`src/rtl/rseq_pkg.sv`:
```
package rseq_pkg;
  typedef enum logic [2:0] {
    RS_IDLE    = 3'd0,
    RS_PWRUP   = 3'd1,
    RS_WAITPG  = 3'd2,
    RS_GOOD    = 3'd3,
    RS_PWRDN   = 3'd4,
    RS_BACKOFF = 3'd5,
    RS_LOCKED  = 3'd6
  } rseq_state_e;
endpackage

```
`src/rtl/rseq_pg_filter.sv`:
```
// One rail's power-good path: two-flop synchronizer, polarity select,
// then a filter that accepts a new level only after it has held steady.
module rseq_pg_filter #(
  parameter int DEB_CYC = 4,
  localparam int DW = $clog2(DEB_CYC + 1)
) (
  input  logic clk,
  input  logic rst_n,
  input  logic pg_raw,
  input  logic pg_inv,
  output logic pg_ok
);
  logic sync1_q, sync2_q;
  logic lvl;
  logic ok_q, ok_d;
  logic [DW-1:0] run_q, run_d;

  always_ff @(posedge clk or negedge rst_n) begin
    if (!rst_n) begin
      sync1_q <= 1'b0;
      sync2_q <= 1'b0;
    end else begin
      sync1_q <= pg_raw;
      sync2_q <= sync1_q;
    end
  end

  assign lvl = sync2_q ^ pg_inv;

  always_comb begin
    ok_d  = ok_q;
    run_d = run_q;
    if (lvl == ok_q) begin
      run_d = '0;
    end else if (run_q == DW'(DEB_CYC - 1)) begin
      ok_d  = lvl;
      run_d = '0;
    end else begin
      run_d = run_q + DW'(1);
    end
  end

  always_ff @(posedge clk or negedge rst_n) begin
    if (!rst_n) begin
      ok_q  <= 1'b0;
      run_q <= '0;
    end else begin
      ok_q  <= ok_d;
      run_q <= run_d;
    end
  end

  assign pg_ok = ok_q;
endmodule

```
`src/rtl/rseq_timer.sv`:
```
// Shared tick-driven down counter; done while the count is zero.
module rseq_timer #(
  parameter int CW = 16
) (
  input  logic          clk,
  input  logic          rst_n,
  input  logic          tick,
  input  logic          load,
  input  logic [CW-1:0] load_val,
  output logic          done
);
  logic [CW-1:0] cnt_q, cnt_d;

  always_comb begin
    cnt_d = cnt_q;
    if (load) begin
      cnt_d = load_val;
    end else if (tick && (cnt_q != '0)) begin
      cnt_d = cnt_q - CW'(1);
    end
  end

  always_ff @(posedge clk or negedge rst_n) begin
    if (!rst_n) cnt_q <= '0;
    else        cnt_q <= cnt_d;
  end

  assign done = (cnt_q == '0);
endmodule

```
`src/rtl/rseq_fsm.sv`:
```
// Sequencing control: ordered enables, PG wait with timeout, mute window,
// reverse power-down, doubling backoff and lock-off.
module rseq_fsm
  import rseq_pkg::*;
#(
  parameter int NR = 3,
  parameter int CW = 16,
  parameter int RW = 3,
  localparam int IW = (NR > 1) ? $clog2(NR) : 1
) (
  input  logic           clk,
  input  logic           rst_n,
  input  logic           seq_start,
  input  logic           latch_clear,
  input  logic [NR-1:0]  pg_ok,
  input  logic [NR*CW-1:0] up_dly,
  input  logic [CW-1:0]  pg_timeout,
  input  logic [CW-1:0]  mute_ticks,
  input  logic [CW-1:0]  down_gap,
  input  logic [CW-1:0]  backoff_base,
  input  logic [RW-1:0]  retry_limit,
  input  logic           tmr_done,
  output logic           tmr_load,
  output logic [CW-1:0]  tmr_val,
  output logic [NR-1:0]  rail_en,
  output rseq_state_e    state,
  output logic [RW-1:0]  retry_cnt,
  output logic [IW-1:0]  fail_id,
  output logic           fail_vld
);
  rseq_state_e   st_q, st_d;
  logic [IW-1:0] idx_q, idx_d, idx_nx;
  logic [NR-1:0] en_q, en_d;
  logic [RW-1:0] rty_q, rty_d;
  logic [IW-1:0] fid_q, fid_d;
  logic          fv_q, fv_d;
  logic [IW-1:0] low_bad;
  logic [CW-1:0] dly_a [NR];

  for (genvar g = 0; g < NR; g++) begin : g_dly
    assign dly_a[g] = up_dly[g*CW +: CW];
  end

  assign idx_nx = idx_q + IW'(1);

  // lowest-numbered rail whose filtered PG is missing
  always_comb begin
    low_bad = '0;
    for (int i = NR - 1; i >= 0; i--) begin
      if (!pg_ok[i]) low_bad = IW'(i);
    end
  end

  always_comb begin
    st_d     = st_q;
    idx_d    = idx_q;
    en_d     = en_q;
    rty_d    = rty_q;
    fid_d    = fid_q;
    fv_d     = fv_q;
    tmr_load = 1'b0;
    tmr_val  = '0;
    unique case (st_q)
      RS_IDLE: begin
        if (seq_start) begin
          idx_d    = '0;
          rty_d    = '0;
          fid_d    = '0;
          fv_d     = 1'b0;
          tmr_load = 1'b1;
          tmr_val  = dly_a[0];
          st_d     = RS_PWRUP;
        end
      end
      RS_PWRUP: begin
        if (tmr_done) begin
          en_d[idx_q] = 1'b1;
          tmr_load    = 1'b1;
          tmr_val     = pg_timeout;
          st_d        = RS_WAITPG;
        end
      end
      RS_WAITPG: begin
        // an accepted PG takes priority over an expiring timeout
        if (pg_ok[idx_q]) begin
          tmr_load = 1'b1;
          if (idx_q == IW'(NR - 1)) begin
            tmr_val = mute_ticks;
            st_d    = RS_GOOD;
          end else begin
            idx_d   = idx_nx;
            tmr_val = dly_a[idx_nx];
            st_d    = RS_PWRUP;
          end
        end else if (tmr_done) begin
          fid_d    = idx_q;
          fv_d     = 1'b1;
          tmr_load = 1'b1;
          tmr_val  = '0;
          st_d     = RS_PWRDN;
        end
      end
      RS_GOOD: begin
        if (tmr_done && (pg_ok != {NR{1'b1}})) begin
          fid_d    = low_bad;
          fv_d     = 1'b1;
          tmr_load = 1'b1;
          tmr_val  = '0;
          st_d     = RS_PWRDN;
        end
      end
      RS_PWRDN: begin
        if (tmr_done) begin
          en_d[idx_q] = 1'b0;
          tmr_load    = 1'b1;
          if (idx_q == '0) begin
            if (rty_q == retry_limit) begin
              tmr_val = '0;
              st_d    = RS_LOCKED;
            end else begin
              rty_d   = rty_q + RW'(1);
              tmr_val = backoff_base << rty_q;
              st_d    = RS_BACKOFF;
            end
          end else begin
            idx_d   = idx_q - IW'(1);
            tmr_val = down_gap;
          end
        end
      end
      RS_BACKOFF: begin
        if (tmr_done) begin
          idx_d    = '0;
          tmr_load = 1'b1;
          tmr_val  = dly_a[0];
          st_d     = RS_PWRUP;
        end
      end
      RS_LOCKED: begin
        if (latch_clear) st_d = RS_IDLE;
      end
      default: st_d = RS_IDLE;
    endcase
  end

  always_ff @(posedge clk or negedge rst_n) begin
    if (!rst_n) begin
      st_q  <= RS_IDLE;
      idx_q <= '0;
      en_q  <= '0;
      rty_q <= '0;
      fid_q <= '0;
      fv_q  <= 1'b0;
    end else begin
      st_q  <= st_d;
      idx_q <= idx_d;
      en_q  <= en_d;
      rty_q <= rty_d;
      fid_q <= fid_d;
      fv_q  <= fv_d;
    end
  end

  assign rail_en   = en_q;
  assign state     = st_q;
  assign retry_cnt = rty_q;
  assign fail_id   = fid_q;
  assign fail_vld  = fv_q;
endmodule

```
`src/rtl/rail_seq_ctrl.sv`:
```
module rail_seq_ctrl
  import rseq_pkg::*;
#(
  parameter int NUM_RAILS = 3,
  parameter int TCNT_W    = 16,
  parameter int RETRY_W   = 3,
  parameter int DEB_CYC   = 4,
  localparam int RID_W    = (NUM_RAILS > 1) ? $clog2(NUM_RAILS) : 1
) (
  input  logic                        clk,
  input  logic                        rst_n,
  input  logic                        tick,
  input  logic                        seq_start,
  input  logic                        latch_clear,
  input  logic [NUM_RAILS-1:0]        pg_in,
  input  logic [NUM_RAILS-1:0]        pg_invert,
  input  logic [NUM_RAILS*TCNT_W-1:0] up_delay,
  input  logic [TCNT_W-1:0]           pg_timeout,
  input  logic [TCNT_W-1:0]           mute_ticks,
  input  logic [TCNT_W-1:0]           down_gap,
  input  logic [TCNT_W-1:0]           backoff_base,
  input  logic [RETRY_W-1:0]          retry_limit,
  output logic [NUM_RAILS-1:0]        rail_en,
  output logic                        all_good,
  output logic [2:0]                  seq_state,
  output logic [RETRY_W-1:0]          retry_count,
  output logic [RID_W-1:0]            fail_rail,
  output logic                        fail_valid
);
  logic               rs1_q, rs2_q;
  logic               rst_int_n;
  logic [NUM_RAILS-1:0] pg_ok;
  logic               tmr_load, tmr_done;
  logic [TCNT_W-1:0]  tmr_val;
  rseq_state_e        state;

  // reset asserts at once, releases on the clock
  always_ff @(posedge clk or negedge rst_n) begin
    if (!rst_n) begin
      rs1_q <= 1'b0;
      rs2_q <= 1'b0;
    end else begin
      rs1_q <= 1'b1;
      rs2_q <= rs1_q;
    end
  end
  assign rst_int_n = rs2_q;

  for (genvar r = 0; r < NUM_RAILS; r++) begin : g_pg
    rseq_pg_filter #(.DEB_CYC(DEB_CYC)) filt_i (
      .clk    (clk),
      .rst_n  (rst_int_n),
      .pg_raw (pg_in[r]),
      .pg_inv (pg_invert[r]),
      .pg_ok  (pg_ok[r])
    );
  end

  rseq_timer #(.CW(TCNT_W)) tmr_i (
    .clk      (clk),
    .rst_n    (rst_int_n),
    .tick     (tick),
    .load     (tmr_load),
    .load_val (tmr_val),
    .done     (tmr_done)
  );

  rseq_fsm #(.NR(NUM_RAILS), .CW(TCNT_W), .RW(RETRY_W)) fsm_i (
    .clk          (clk),
    .rst_n        (rst_int_n),
    .seq_start    (seq_start),
    .latch_clear  (latch_clear),
    .pg_ok        (pg_ok),
    .up_dly       (up_delay),
    .pg_timeout   (pg_timeout),
    .mute_ticks   (mute_ticks),
    .down_gap     (down_gap),
    .backoff_base (backoff_base),
    .retry_limit  (retry_limit),
    .tmr_done     (tmr_done),
    .tmr_load     (tmr_load),
    .tmr_val      (tmr_val),
    .rail_en      (rail_en),
    .state        (state),
    .retry_cnt    (retry_count),
    .fail_id      (fail_rail),
    .fail_vld     (fail_valid)
  );

  assign seq_state = state;
  assign all_good  = (state == RS_GOOD);
endmodule

```
`config.mk`:
```
export PLATFORM = sky130hd
export DESIGN_NAME = rail_seq_ctrl
export DESIGN_NICKNAME = d
export VERILOG_FILES = /design/src/rtl/rseq_pkg.sv /design/src/rtl/rseq_pg_filter.sv /design/src/rtl/rseq_timer.sv /design/src/rtl/rseq_fsm.sv /design/src/rtl/rail_seq_ctrl.sv
export SDC_FILE = /design/constraint.sdc
export NUM_CORES = 1
export LEC_CHECK = 0
export BUFFER_PORTS_ARGS = -buffer_cell sky130_fd_sc_hd__buf_2
export CORE_MARGIN = 1
export CORE_UTILIZATION = 57
export CTS_BUF_LIST = sky130_fd_sc_hd__clkbuf_16
export DETAILED_ROUTE_END_ITERATION = 6
export PLACE_DENSITY = 0.92
export SETUP_SLACK_MARGIN = 0.5
export SLEW_MARGIN = 20
export SYNTH_ARGS = -nofsm -noshare
export SYNTH_HDL_FRONTEND = slang
export SYNTH_SLANG_ARGS = --single-unit
```
`constraint.sdc`:
```
create_clock -name clk -period 2.6 [get_ports clk]
set_input_delay 0.39 -clock clk [delete_from_list [all_inputs] [get_ports clk]]
set_output_delay 0.39 -clock clk [all_outputs]
set_load 0.01 [all_outputs]
```
==> out/results.txt <==
Slew Viols, Final: 0
leakage: 2.96 nW
CTS tree: yes
largest net degree at the start of global routing: 33
Total Die Area: 8510 sq um
cells along the critical path: buf_4, mux2i_2, o22ai_2, o21ai_4, a22oi_2, or3_4, mux2_4
Post-Synthesis Cells: 538
Std-Cell Rows: 32
hold path depth: 1
Vias/cell: 7.55
number of library cell types mapped by synthesis: 73
Reg2Reg Launch Point: fsm_i.idx_q[1]
Setup violations, final: 0
post-synthesis sequential area ratio: 27.0%
Synth Cell Area: 4640 sq um
final hold vios: 0
HP Class: input port to flip-flop
commonest non-fill, non-tap cell in the layout: buf_2
ys async rst share: 100%
Final Skew: 7.13 ps
synthesized area per cell: 8.63 sq um
CP max FO: 10
Final min period: 2550 ps
CP max stage cell: mux2i_2
initial antenna violation count: 0
Post-DP Area: 5710 sq um
die height: 92.2 um
Mapped Nets: 673
Tcrit/Tclk final: 98.2%
wire length per cell: 27.0 um
area grow syn2layout: 42.7%
failing checks: design-rule violations
Synth Flop Type: dfrtp_1
Setup CP Type: flip-flop to flip-flop
worst-skew pair later-pin latency: 310 ps
ANT nets after route: 0
number of flops mapped to enable cells by yosys: 0
max_cap viols: 0
Setup TNS: 0 ps
Die Wd: 92.2 um
Hold Path Origin: pg_in[1]
final wirelength: 22.7 mm
Top Ports: 139
core area: 7810 sq um
Crit. path cell count: 7
r2r worst-path depth: 7
flops & latches, synth: 50
outcome: finished, violations left
Finished Cell Area: 6620 sq um
global-route wire length before repair: 30.0 mm
final core utilization: 84.8%
Synth Warn #: 0
fmax: 392 MHz
final hold slack: 181 ps
RSZ-0062 raised after global routing: true
H-tree levels: 2
pwr dens: 1150 nW/um^2
Iter 0 DRT Violations: 972
worst path required time: 2790 ps
CP Launch Type: flip-flop
layout cell share with drive strength beyond 1: 49.4%
Worst VDD drop: 0.796 mV
CTS Buffer Depth: 2
Top delay family on crit path: multiplexers
DRC Markers: 23
Initial Util: 59.4%
Total Routing Usage GR: 46.2%
Num CTS Buffers: 5
CTS sink count: 50
final worst slack: 47.3 ps
Post-DP HPWL: 13.9 mm
CP max stage delay: 520 ps
vias in the first global route: 5704
RD Place Congestion: 1.03
n_diodes: 0
1st-pass router iterations: 7
total number of vias: 6348
grt ovf: 0
IO buf count: 138
Worst EP arrival: 2750 ps
CTS root buf: clkbuf_16
Nets: 873
WP buf/inv: 1
most frequent cells in the layout: 138 x buf_2, 85 x buf_4, 43 x nand2_1, 39 x nor2_1, 38 x dfrtp_1
worst slack, placed: 121 ps
kind of end point of the critical path: flip-flop
Crit. Startpoint: fsm_i.idx_q[1]
worst-margin pin slew: 647 ps
Slew headroom: 56.5%
Reg clk slew, reported paths: 80 ps
==> final timing paths <==
kind / endpoint / slack (ps)
setup / recovery: fsm_i.fail_id[0] / 50
hold / removal: g_pg[1].filt_i.sync1_q / 180
setup reg to reg: fsm_i.fail_id[0] / 50
hold reg to reg: tmr_i.cnt_q[1] / 230
max in group asynchronous: fsm_i.state[2] / 1550
min in group asynchronous: tmr_i.cnt_q[1] / 230
==> area by class of cell <==
cell class | count | area, sq um
Multi-Input combinational cell | 429 | 3520
Fill cell | 413 | 1190
Sequential cell | 50 | 1270
Timing Repair Buffer | 233 | 1460
Clock buffer | 5 | 125
Tap cell | 102 | 128
Inverter | 19 | 78.8
Clock inverter | 3 | 41.3
==> where the power goes <==
| group | internal, mW | switching [mW] |
|---|---|---|
| sequential | 1.03 | 0.402 |
| combinational | 2.46 | 2.93 |
| clock | 0.453 | 0.351 |
==> cell families after synthesis <==
kind of cell / share of synthesized area [%]
adder cells (fa/ha/maj): 2.43
flip-flops: 27.0
AND/OR/NAND/NOR: 25.0
other: 0.0808
multiplexers: 14.1
AO/OA/AOI/OAI: 24.0
XOR/XNOR: 1.89
buffers and inverters: 5.55
==> what timing repair did <==
item                                    in CTS  in global routing
endpoints found under the setup margin      27                 27
gates resized for setup                     45                 53
setup buffers                               30                 17
endpoints found under the hold margin        2                  0
pin swaps                                   28                 26
hold buffers                                 1                  0
==> state kept, by name, summed over array words and instances (netlist names), named ones only <==
name,flops
g_pg.filt_i.sync2_q,3
fsm_i.idx_q,2
fsm_i.fail_vld,1
rs2_q,1
g_pg.filt_i.run_q,9
g_pg.filt_i.pg_ok,3
fsm_i.retry_cnt,3
fsm_i.state,3
fsm_i.fail_id,2
rs1_q,1
tmr_i.cnt_q,16
g_pg.filt_i.sync1_q,3
==> worst reg2reg max path: stages (launching register included) <==
cell and delay [ps]:
dfrtp_1 390, buf_4 160, mux2i_2 520, o22ai_2 310
o21ai_4 290, a22oi_2 80, or3_4 380, mux2_4 320
==> synth_stat cells, drive strengths merged, types with 6 or more instances <==
cell	number	area, sq um
dfrtp	50	1250
nand2	43	161
nor2	43	161
a21oi	25	125
mux2i	24	240
nand3	22	110
buf	20	110
clkbuf	20	76.3
o21ai	19	106
inv	18	67.6
mux2	18	210
nor3b	14	115
a22oi	13	103
a31oi	13	81.3
a32oi	11	96.3
and3	11	68.8
nor3	11	55.1
o211ai	11	82.6
nor4	10	96.4
ha	9	113
mux4	9	203
nand2b	9	56.3
or4b	8	80.1
o22ai	7	50.1
a32o	6	60.1
==> through the flow <==
stage          std cells  power (mW)
2_1_floorplan        538        3.98
3_3_place_gp         785        4.96
3_5_place_dp         785        5.11
4_1_cts              824        6.53
5_1_grt              841        7.87
6_report             841        7.62
==> metal layers <==
layer | vias up | wire length [um] | GRT usage [%]
met1 | 2881 | 7120 | 55.0
met3 | 292 | 3150 | 9.70
met2 | 699 | 10000 | 76.5
met5 | - | 0 | 0
met4 | 0 | 2430 | 27.7
li1 | 2476 | - | -
Power figures use the tool's default switching activity.
